## config.mk

```make
export PLATFORM = sky130hd
export DESIGN_NAME = simt_div_stack
export DESIGN_NICKNAME = d
export VERILOG_FILES = /design/src/rtl/simt_div_pkg.sv /design/src/rtl/simt_branch_eval.sv /design/src/rtl/simt_mask_lifo.sv /design/src/rtl/simt_div_stack.sv
export SDC_FILE = /design/constraint.sdc
export NUM_CORES = 1
export LEC_CHECK = 0
export ABC_AREA = 0
export BUFFER_PORTS_ARGS = -buffer_cell sky130_fd_sc_hd__buf_2
export CAP_MARGIN = 20
export CORE_ASPECT_RATIO = 0.6
export CORE_MARGIN = 5
export CORE_UTILIZATION = 41
export CTS_CLUSTER_DIAMETER = 80
export DETAILED_ROUTE_END_ITERATION = 8
export SETUP_SLACK_MARGIN = 0.15
export SYNTH_ARGS = -nofsm -noshare
export SYNTH_HDL_FRONTEND = slang
export SYNTH_HIERARCHICAL = 1
export SYNTH_SLANG_ARGS = --single-unit
export TNS_END_PERCENT = 50
```

## constraint.sdc

```tcl
create_clock -name clk -period 14.35 [get_ports clk]
set_input_delay 2.1525 -clock clk [delete_from_list [all_inputs] [get_ports clk]]
set_output_delay 2.1525 -clock clk [all_outputs]
set_load 0.05 [all_outputs]
```

## src/rtl/simt_div_pkg.sv

```systemverilog
`timescale 1ns/1ps
package simt_div_pkg;

    localparam int LANES       = 32;
    localparam int PC_W        = 32;
    localparam int STACK_DEPTH = 8;
    localparam int PC_STEP     = 4;

    typedef enum logic [1:0] {
        ST_IDLE  = 2'd0,
        ST_RUN   = 2'd1,
        ST_FAULT = 2'd2
    } div_state_e;

    typedef enum logic [1:0] {
        BR_NONE  = 2'd0,
        BR_ALL   = 2'd1,
        BR_SPLIT = 2'd2
    } br_kind_e;

    // One divergence record: lanes still waiting, mask to restore, where the
    // waiting lanes resume, where both paths meet, and whether they resumed.
    typedef struct packed {
        logic [LANES-1:0] pend_mask;
        logic [LANES-1:0] join_mask;
        logic [PC_W-1:0]  resume_pc;
        logic [PC_W-1:0]  reconv_pc;
        logic             resumed;
    } stk_entry_t;

endpackage

```

## src/rtl/simt_branch_eval.sv

```systemverilog
`timescale 1ns/1ps
module simt_branch_eval
    import simt_div_pkg::*;
#(
    parameter int N_LANES = LANES
) (
    input  logic [N_LANES-1:0] cur_mask,
    input  logic [N_LANES-1:0] taken,
    output logic [N_LANES-1:0] go_mask,
    output logic [N_LANES-1:0] stay_mask,
    output br_kind_e           kind
);

    // Per-lane split of the active lanes into taken and not-taken sets.
    for (genvar ln = 0; ln < N_LANES; ln++) begin : g_lane
        assign go_mask[ln]   = cur_mask[ln] &  taken[ln];
        assign stay_mask[ln] = cur_mask[ln] & ~taken[ln];
    end

    always_comb begin
        if (go_mask == '0) begin
            kind = BR_NONE;
        end else if (stay_mask == '0) begin
            kind = BR_ALL;
        end else begin
            kind = BR_SPLIT;
        end
    end

endmodule

```

## src/rtl/simt_mask_lifo.sv

```systemverilog
`timescale 1ns/1ps
module simt_mask_lifo
    import simt_div_pkg::*;
#(
    parameter int DEPTH = STACK_DEPTH
) (
    input  logic                           clk,
    input  logic                           rst_n,
    input  logic                           clear,
    input  logic                           push,
    input  logic                           pop,
    input  logic                           mark_resumed,
    input  stk_entry_t                     push_entry,
    output stk_entry_t                     top_entry,
    output logic [$clog2(DEPTH+1)-1:0]     count,
    output logic                           empty,
    output logic                           full
);

    localparam int CNT_W = $clog2(DEPTH + 1);
    localparam int PTR_W = (DEPTH > 1) ? $clog2(DEPTH) : 1;
    localparam logic [CNT_W-1:0] DEPTH_V = CNT_W'(DEPTH);

    stk_entry_t       mem [DEPTH];
    logic [PTR_W-1:0] top_idx;
    logic [PTR_W-1:0] wr_idx;

    assign top_idx   = PTR_W'(count - CNT_W'(1));
    assign wr_idx    = PTR_W'(count);
    assign empty     = (count == '0);
    assign full      = (count == DEPTH_V);
    assign top_entry = mem[top_idx];

    always_ff @(posedge clk) begin
        if (!clear) begin
            if (push && !full) begin
                mem[wr_idx] <= push_entry;
            end else if (mark_resumed && !empty) begin
                mem[top_idx].resumed <= 1'b1;
            end
        end
    end

    always_ff @(posedge clk) begin
        if (!rst_n) begin
            count <= '0;
        end else if (clear) begin
            count <= '0;
        end else if (push && !full) begin
            count <= count + CNT_W'(1);
        end else if (pop && !empty) begin
            count <= count - CNT_W'(1);
        end
    end

endmodule

```

## src/rtl/simt_div_stack.sv

```systemverilog
`timescale 1ns/1ps
module simt_div_stack
    import simt_div_pkg::*;
#(
    parameter int DEPTH = STACK_DEPTH,
    parameter int STEP  = PC_STEP
) (
    input  logic             clk,
    input  logic             rst_n,
    input  logic             launch,
    input  logic [LANES-1:0] launch_mask,
    input  logic [PC_W-1:0]  launch_pc,
    input  logic             issue,
    input  logic [PC_W-1:0]  cur_pc,
    input  logic             br_valid,
    input  logic [LANES-1:0] br_taken,
    input  logic [PC_W-1:0]  br_target,
    input  logic [PC_W-1:0]  br_fallthru,
    input  logic [PC_W-1:0]  br_reconv,
    output logic [LANES-1:0] active_mask,
    output logic [PC_W-1:0]  next_pc,
    output logic             overflow
);

    localparam int              CNT_W  = $clog2(DEPTH + 1);
    localparam logic [PC_W-1:0] STEP_V = PC_W'(STEP);

    div_state_e       state_q, state_d;
    logic [LANES-1:0] mask_q;
    logic [PC_W-1:0]  pc_q;
    logic             ovf_q;

    logic [LANES-1:0] go_mask, stay_mask;
    br_kind_e         kind;

    stk_entry_t       stk_top, stk_new;
    logic [CNT_W-1:0] stk_count;
    logic             stk_empty, stk_full;
    logic             stk_push, stk_pop, stk_mark;

    logic             running, rejoin, do_branch, do_split, do_spill;

    simt_branch_eval #(.N_LANES(LANES)) u_eval (
        .cur_mask  (mask_q),
        .taken     (br_taken),
        .go_mask   (go_mask),
        .stay_mask (stay_mask),
        .kind      (kind)
    );

    simt_mask_lifo #(.DEPTH(DEPTH)) u_lifo (
        .clk          (clk),
        .rst_n        (rst_n),
        .clear        (launch),
        .push         (stk_push),
        .pop          (stk_pop),
        .mark_resumed (stk_mark),
        .push_entry   (stk_new),
        .top_entry    (stk_top),
        .count        (stk_count),
        .empty        (stk_empty),
        .full         (stk_full)
    );

    // Decode of the issued instruction against the stack top.
    assign running   = (state_q == ST_RUN);
    assign rejoin    = running && issue && !stk_empty && (cur_pc == stk_top.reconv_pc);
    assign do_branch = running && issue && !rejoin && br_valid;
    assign do_split  = do_branch && (kind == BR_SPLIT);
    assign do_spill  = do_split && stk_full;

    assign stk_push  = do_split && !stk_full && !launch;
    assign stk_pop   = rejoin &&  stk_top.resumed && !launch;
    assign stk_mark  = rejoin && !stk_top.resumed && !launch;

    always_comb begin
        stk_new.pend_mask = stay_mask;
        stk_new.join_mask = mask_q;
        stk_new.resume_pc = br_fallthru;
        stk_new.reconv_pc = br_reconv;
        stk_new.resumed   = 1'b0;
    end

    // State register
    always_ff @(posedge clk) begin
        if (!rst_n) begin
            state_q <= ST_IDLE;
        end else begin
            state_q <= state_d;
        end
    end

    // Transitions: start, restart, spill, recover
    always_comb begin
        state_d = state_q;
        unique case (state_q)
            ST_IDLE: begin
                if (launch) state_d = ST_RUN;
            end
            ST_RUN: begin
                if (launch)        state_d = ST_RUN;
                else if (do_spill) state_d = ST_FAULT;
            end
            ST_FAULT: begin
                if (launch) state_d = ST_RUN;
            end
            default: state_d = ST_IDLE;
        endcase
    end

    // Output registers
    always_ff @(posedge clk) begin
        if (!rst_n) begin
            mask_q <= '0;
            pc_q   <= '0;
            ovf_q  <= 1'b0;
        end else if (launch) begin
            mask_q <= launch_mask;
            pc_q   <= launch_pc;
            ovf_q  <= 1'b0;
        end else begin
            unique case (state_q)
                ST_RUN: begin
                    if (rejoin) begin
                        if (stk_top.resumed) begin
                            mask_q <= stk_top.join_mask;
                            pc_q   <= stk_top.reconv_pc;
                        end else begin
                            mask_q <= stk_top.pend_mask;
                            pc_q   <= stk_top.resume_pc;
                        end
                    end else if (do_branch) begin
                        unique case (kind)
                            BR_ALL:  pc_q <= br_target;
                            BR_NONE: pc_q <= br_fallthru;
                            BR_SPLIT: begin
                                if (stk_full) begin
                                    ovf_q <= 1'b1;
                                end else begin
                                    mask_q <= go_mask;
                                    pc_q   <= br_target;
                                end
                            end
                            default: ;
                        endcase
                    end else if (issue) begin
                        pc_q <= cur_pc + STEP_V;
                    end
                end
                ST_IDLE, ST_FAULT: ;
                default: ;
            endcase
        end
    end

    assign active_mask = mask_q;
    assign next_pc     = pc_q;
    assign overflow    = ovf_q;

endmodule

```

==> results of run 1 <==
cells in the final DEF, fill, tap and decap left out, drive strengths merged, types with 14 or more instances in the layout:
cell / instances
o31ai: 21
or4: 19
mux2i: 53
a211oi: 15
buf: 351
a31oi: 72
mux2: 189
nand2: 104
o21ai: 50
and2: 39
dfxtp: 71
mux4: 258
nor4: 49
a21oi: 15
xor2: 20
nor2: 40
nor2b: 180
clkinv: 43
nand4: 25
inv: 14
clkbuf: 124
xnor2: 28
edfxtp: 1032
nand3: 58
o41ai: 32
layout make-up:
class | instances | area [sq um] | share of cell area, %
flip-flops and latches | 1103 | 32410 | 60.34
multi-input cells | 1378 | 14030 | 26.12
clock buffers | 124 | 2709 | 5.043
repair buffers | 351 | 1964 | 3.657
well taps | 1519 | 1901 | 3.538
clock inverters | 68 | 629.4 | 1.172
inverters | 9 | 35.03 | 0.06522
diodes | 13 | 32.53 | 0.06056
sequential cells by signal, summed over array words and instances, names as in the netlist:
register,flops
u_lifo/mem,1032
active_mask,32
next_pc,32
u_lifo/count,4
state_q,2
overflow,1
report_power, final:
part / switching, mW / total, mW / leakage, nW / internal [mW]
clock: 1.21 / 2.72 / 1.61 / 1.52
sequential: 0.0197 / 3.55 / 10.1 / 3.53
combinational: 0.232 / 0.324 / 5.57 / 0.0919
worst reg2reg max path, delay by kind of cell (launching register included):
| family | cells | cell delay [ns] |
|---|---|---|
| flip-flops | 1 | 0.84 |
| AO/OA/AOI/OAI | 1 | 0.40 |
| XOR/XNOR | 1 | 0.18 |
| multiplexers | 3 | 1.29 |
| adder cells (fa/ha/maj) | 1 | 0.87 |
| AND/OR/NAND/NOR | 5 | 2.36 |
| buffers and inverters | 6 | 3.27 |
Yosys cell counts (20+ instances only):
cell      count  area [sq um]
and2_1       36         225.2
nor4_1       49         306.5
clkbuf_1    116         435.4
mux2i_1      53         530.5
nand3_1      58         290.3
mux4_2      258          5811
mux2_2      189          2128
xor2_1       20         175.2
nor2_1       40         150.1
a31oi_1      72         450.4
xnor2_1      28         245.2
o41ai_1      32         280.3
o21ai_0      44         220.2
edfxtp_1   1032         30990
o31ai_1      21         157.7
nand2_1     104         390.4
dfxtp_1      71          1421
nand4_1      25         156.4
nor2b_1     180          1126
buf_2        55         275.3
metal layers:
metal	GRT usage, %	vias up	part of all wire [%]
li1	-	11400	-
met1	32.86	14340	44
met2	32.87	1229	45
met3	4.989	244	8.1
met4	7.462	4	3.4
met5	0	-	0.020
how the worst max path moves through the flow:
stage	end	slack [ns]	cells past startpoint
global placement	u_lifo/mem[1][15]$_DFFE_PP_	4.88	17
detailed placement	u_lifo/mem[5][70]$_DFFE_PP_	4.72	17
finish	u_lifo/mem[5][102]$_DFFE_PP_	4.65	17
global route	u_lifo/mem[5][102]$_DFFE_PP_	4.20	17
floorplan	u_lifo/mem[0][100]$_DFFE_PP_	2.85	14
CTS	u_lifo/mem[5][70]$_DFFE_PP_	4.66	17
per-stage QoR:
stage	power, mW	util, %	hold slack, ns	worst slack [ns]	area (sq um)
floorplan	3.791	-	0.4968	2.849	47190
global placement	3.936	44.06	0.5317	4.878	50330
detailed placement	3.944	44.08	0.5453	4.724	50350
CTS	6.646	47.00	0.5553	4.660	53690
global route	6.808	47.02	0.6022	4.200	53710
finish	6.599	47.03	0.5610	4.649	53720
cell families after synthesis:
family                     Yosys count  share of synthesized area [%]
muxes                              500                          17.95
DFF                               1103                          68.69
adders and majority gates            5                         0.1326
AOI/OAI and AO/OA                  250                          3.649
other                                1                       0.007947
xor gates and xnor gates            48                         0.8909
buffers and inverters              196                          1.816
and+or+nand+nor                    574                          6.870
==> results.json, run 1 <==
{
  "start_util_pct": 41.31,
  "path_clk_slew_ns": 0.06,
  "detail_route.first_pass.iterations": 5,
  "synthFlopType": "edfxtp_1",
  "r2r_start": "u_lifo/count[0]$_SDFFE_PP0P_",
  "path_cells": "inv_1, ha_4, buf_12, mux4_2, mux2_2, xor2_1, or4_1, or3_1, buf_4, or3_2, and3_1, a2111oi_4, buf_4, mux2i_1, nor2_4, buf_4, buf_4",
  "yosysSeqAreaShare_pct": 68.69,
  "vias": 27220,
  "clk_latency_ns": 0.71,
  "ys_seq_elements": 1103,
  "cts_resized": 0,
  "ys_warn_count": 6,
  "ir_drop_v": 0.00008132,
  "syn_area_per_cell_sq_um": 17.63,
  "crit_buf_inv": 6,
  "rsz0062_at_grt": "no",
  "slowest_delay_ns": 0.87,
  "rows": 96,
  "cts_root_buf": "clkbuf_16",
  "layout-drive-gt1-share_pct": 32.41,
  "grt_pass1_wl_um": 197400,
  "worstReg2RegEnd": "u_lifo/mem[5][102]$_DFFE_PP_",
  "cts_tree": "yes",
  "setup_viol": 0,
  "hold_depth": 2,
  "antenna_found_initial": 21,
  "async_flop_share_pct": 0,
  "cts.sinks": 1103,
  "slowest_stage": "ha_4",
  "cts_made_buffers": 104,
  "tns_ns": 0,
  "grt_pass1_vias": 27170,
  "ios": 294,
  "r2r_slack_ns": 4.65,
  "drc": 0,
  "hp-class": "flop to flop",
  "r2r.worst_path.cells": 17,
  "dp.cells": 4360,
  "synth_edf_count": 1032,
  "p_leak_nw": 17.30,
  "gp_congestion": 0.8607,
  "core_sq_um": 114200,
  "htree_levels": 3,
  "period_share_pct": 67.61,
  "final.fill_count": 9576,
  "ys_types": 60,
  "grt_usage_pct": 22.29,
  "status": "complete, no violations",
  "hold_start": "state_q[0]$_SDFFE_PN0P_",
  "ctsLongestPathBuffers": 3,
  "synth_fp_nets": 2911,
  "port_buffers": 293,
  "syn_area_sq_um": 47190,
  "arrival_ns": 10.03,
  "critPathMaxFanout": 118,
  "fp.dieArea_sq_um": 122200,
  "layout.nets": 3181,
  "initialDrtViolationCount": 3391,
  "grt_max_degree": 119,
  "crit_top_cell": "buf_4",
  "tightest_slew_ns": 1.219,
  "cp_top_family": "buffers and inverters",
  "postRouteAntennaNets": 0,
  "crit_type": "flop to flop",
  "grt_remaining_overflow": 0,
  "min_to": "state_q[0]$_SDFFE_PN0P_",
  "post_cts_buffers": 0,
  "vias_per_cell": 5.963,
  "maxSlewHeadroom_pct": 18.71,
  "powerDensity_nw_per_um2": 122.8,
  "maxCapViolCount": 0,
  "fmax_mhz": 103.1,
  "hold_violations": 0,
  "wl_per_cell_um": 30.21,
  "drv_slew": 0,
  "crit_start": "u_lifo/count[0]$_SDFFE_PP0P_",
  "cts_hold_buf": 0,
  "die_h_um": 272.8,
  "dp_hpwl_um": 90260,
  "die_w_um": 448.0,
  "cp.required_ns": 14.68,
  "wirelength_um": 137900,
  "final-instance-count-excl-fill": 4565,
  "min_period_ns": 9.701,
  "synth_cells": 2677,
  "skew_ns": 0.03017,
  "startpoint_type": "flop",
  "syn2layout_area_growth_pct": 13.84,
  "cp-end-kind": "flop"
}
Power figures use the tool's default switching activity.
==> inputs of run 2 (changes only) <==
==> constraint.sdc (replaced) <==
create_clock -name clk -period 8.25 [get_ports clk]
set_input_delay 1.2375 -clock clk [delete_from_list [all_inputs] [get_ports clk]]
set_output_delay 1.2375 -clock clk [all_outputs]
set_load 0.05 [all_outputs]
==> run 2 against run 1 <==
Compared with the run above: clock skew fell by 0.0037 ns; worst setup slack got worse by 3.6 ns; sequential share of layout area fell by 0.66 points; sequential cell count did not move; power rose by 76%; critical path type unchanged; first-iteration DRC count rose by 6.0%; highest routed layer unchanged; sequential power rose by 74%; critical path depth fell by 3.
==> results.json, run 2 (synthesis results as in run 1) <==
{
  "htree_levels": 3,
  "crit_buf_inv": 4,
  "cts_hold_buf": 0,
  "status": "complete, no violations",
  "multi_input_area_sq_um": 14030,
  "cp.required_ns": 8.62,
  "slowest_stage": "ha_4",
  "cts_made_buffers": 104,
  "final_area_sq_um": 54310,
  "cts_tree": "yes",
  "tightest_slew_ns": 1.098,
  "slowest_delay_ns": 0.79,
  "pwr-share-seq_pct": 53.2,
  "cp_top_family": "simple AND/OR/NAND/NOR gates",
  "die_h_um": 272.8,
  "top_register": "u_lifo/mem",
  "p_leak_nw": 17.53,
  "antenna_found_initial": 17,
  "path_cells": "inv_1, ha_4, buf_4, mux4_2, mux2_2, xnor2_1, nand4_1, or2_2, or3_2, and3_1, a2111oi_4, buf_4, buf_4, nor2b_1",
  "initialDrtViolationCount": 3594,
  "hp-class": "flop to flop",
  "path_clk_slew_ns": 0.06,
  "detail_route.first_pass.iterations": 5,
  "drc": 0,
  "seqCellArea_sq_um": 32410,
  "p_sw_mw": 2.523,
  "maxCapViolCount": 0,
  "syn2layout_area_growth_pct": 15.10,
  "cts_root_buf": "clkbuf_16",
  "holdWs_ns": 0.4838,
  "vias_per_cell": 5.991,
  "worstReg2RegEnd": "u_lifo/mem[7][73]$_DFFE_PP_",
  "internal_power_mw": 9.090,
  "core_sq_um": 114200,
  "hold_violations": 0,
  "r2r.worst_path.cells": 14,
  "placed_cell_area_sq_um": 50770,
  "final_common_cell": "edfxtp_1",
  "setup_slack_ns": 1.019,
  "grt_pass1_vias": 27370,
  "ctsLongestPathBuffers": 3,
  "critPathMaxFanout": 53,
  "r2r_start": "u_lifo/count[1]$_SDFFE_PP0P_",
  "powerDensity_nw_per_um2": 213.8,
  "arrival_ns": 7.60,
  "crit_start": "u_lifo/count[1]$_SDFFE_PP0P_",
  "hold_depth": 1,
  "maxSlewHeadroom_pct": 26.79,
  "dp_hpwl_um": 90690,
  "grt_usage_pct": 22.52,
  "cts.sinks": 1103,
  "r2r_slack_ns": 1.02,
  "drv_slew": 0,
  "path_depth": 14,
  "swShare_pct": 21.72,
  "fp.dieArea_sq_um": 122200,
  "layout.nets": 3196,
  "wl_per_cell_um": 30.28,
  "hold_start": "overflow$_SDFFE_PP0P_",
  "clk_latency_ns": 0.70,
  "ir_drop_v": 0.0001708,
  "grt_pass1_wl_um": 200100,
  "post-route-util_pct": 47.55,
  "dp_slack_ns": 1.072,
  "final.fill_count": 9470,
  "rsz0062_at_grt": "no",
  "cts_resized": 0,
  "crit_top_cell": "buf_4",
  "layout_common_cells": "edfxtp_1, buf_2, mux4_2, mux2_2, nor2b_1",
  "cp-end-kind": "flop",
  "startpoint_type": "flop",
  "clock_power_share_pct": 42.0,
  "combPwrFrac_pct": 4.8,
  "rows": 96,
  "vias": 27450,
  "crit_type": "flop to flop",
  "cp-endpoint": "u_lifo/mem[7][73]$_DFFE_PP_",
  "grt_max_degree": 103,
  "start_util_pct": 41.31,
  "min_period_ns": 7.231,
  "die_w_um": 448.0,
  "largest_reg_flops": 1032,
  "skew_ns": 0.02646,
  "fmax_mhz": 138.3,
  "gp_congestion": 0.9417,
  "port_buffers": 293,
  "postRouteAntennaNets": 0,
  "wirelength_um": 138700,
  "layout-drive-gt1-share_pct": 32.80,
  "setup_viol": 0,
  "period_share_pct": 87.65,
  "post_cts_buffers": 0,
  "grt_remaining_overflow": 0,
  "ios": 294
}
[run 2: changes by cell type in the layout (fill, tap and decap cells not counted), sizes merged]
cell      change
inv           -1
clkbuf       +10
bufinv        +3
diode         -3
clkinv        -3
clkinvlp      -5
buf          +15
[run 2: power groups by stage]
stage	Clock, mW	Combinational (mW)	Sequential (mW)
after floorplan	0	0.226	6.37
after global placement	0	0.536	6.30
after detailed placement	0	0.547	6.30
after CTS	4.98	0.549	6.18
after global routing	5.23	0.587	6.18
final	4.88	0.557	6.18
[run 2: how the worst min path moves through the flow]
| stage | end | slack (ns) |
|---|---|---|
| after detailed placement | overflow$_SDFFE_PP0P_ | 0.47 |
| after floorplan | state_q[0]$_SDFFE_PN0P_ | 0.50 |
| final | overflow$_SDFFE_PP0P_ | 0.48 |
| after global routing | overflow$_SDFFE_PP0P_ | 0.51 |
| after global placement | overflow$_SDFFE_PP0P_ | 0.45 |
| after CTS | overflow$_SDFFE_PP0P_ | 0.49 |
[run 2: stage by stage]
| step | power [mW] | setup TNS (ns) | cells |
|---|---|---|---|
| 2_1_floorplan | 6.592 | -1034.16 | 2677 |
| 3_3_place_gp | 6.835 | 0 | 4373 |
| 3_5_place_dp | 6.846 | 0 | 4373 |
| 4_1_cts | 11.71 | 0 | 4569 |
| 5_1_grt | 12.00 | 0 | 4575 |
| 6_report | 11.61 | 0 | 4581 |
[run 2: area by class of cell]
class	instances	area share [%]
timing repair buffer	366	4.483
multi-input combinational	1378	25.83
clock buffer	134	5.149
antenna	10	0.04607
tap	1519	3.499
clock inverter	62	1.244
inverter	9	0.06450
sequential	1103	59.68
[run 2: worst reg2reg max path: stages, from the launching register on]
cell	delay [ns]
dfxtp_1	0.45
inv_1	0.15
ha_4	0.79
buf_4	0.43
mux4_2	0.36
mux2_2	0.32
xnor2_1	0.37
nand4_1	0.13
or2_2	0.65
or3_2	0.60
and3_1	0.40
a2111oi_4	0.62
buf_4	0.71
buf_4	0.64
nor2b_1	0.31
[run 2: layer usage]
layer	wire [um]	global-route usage, %
met1	61610	34.18
met2	60530	32.56
met3	12950	5.735
met4	3592	5.482
met5	14	0
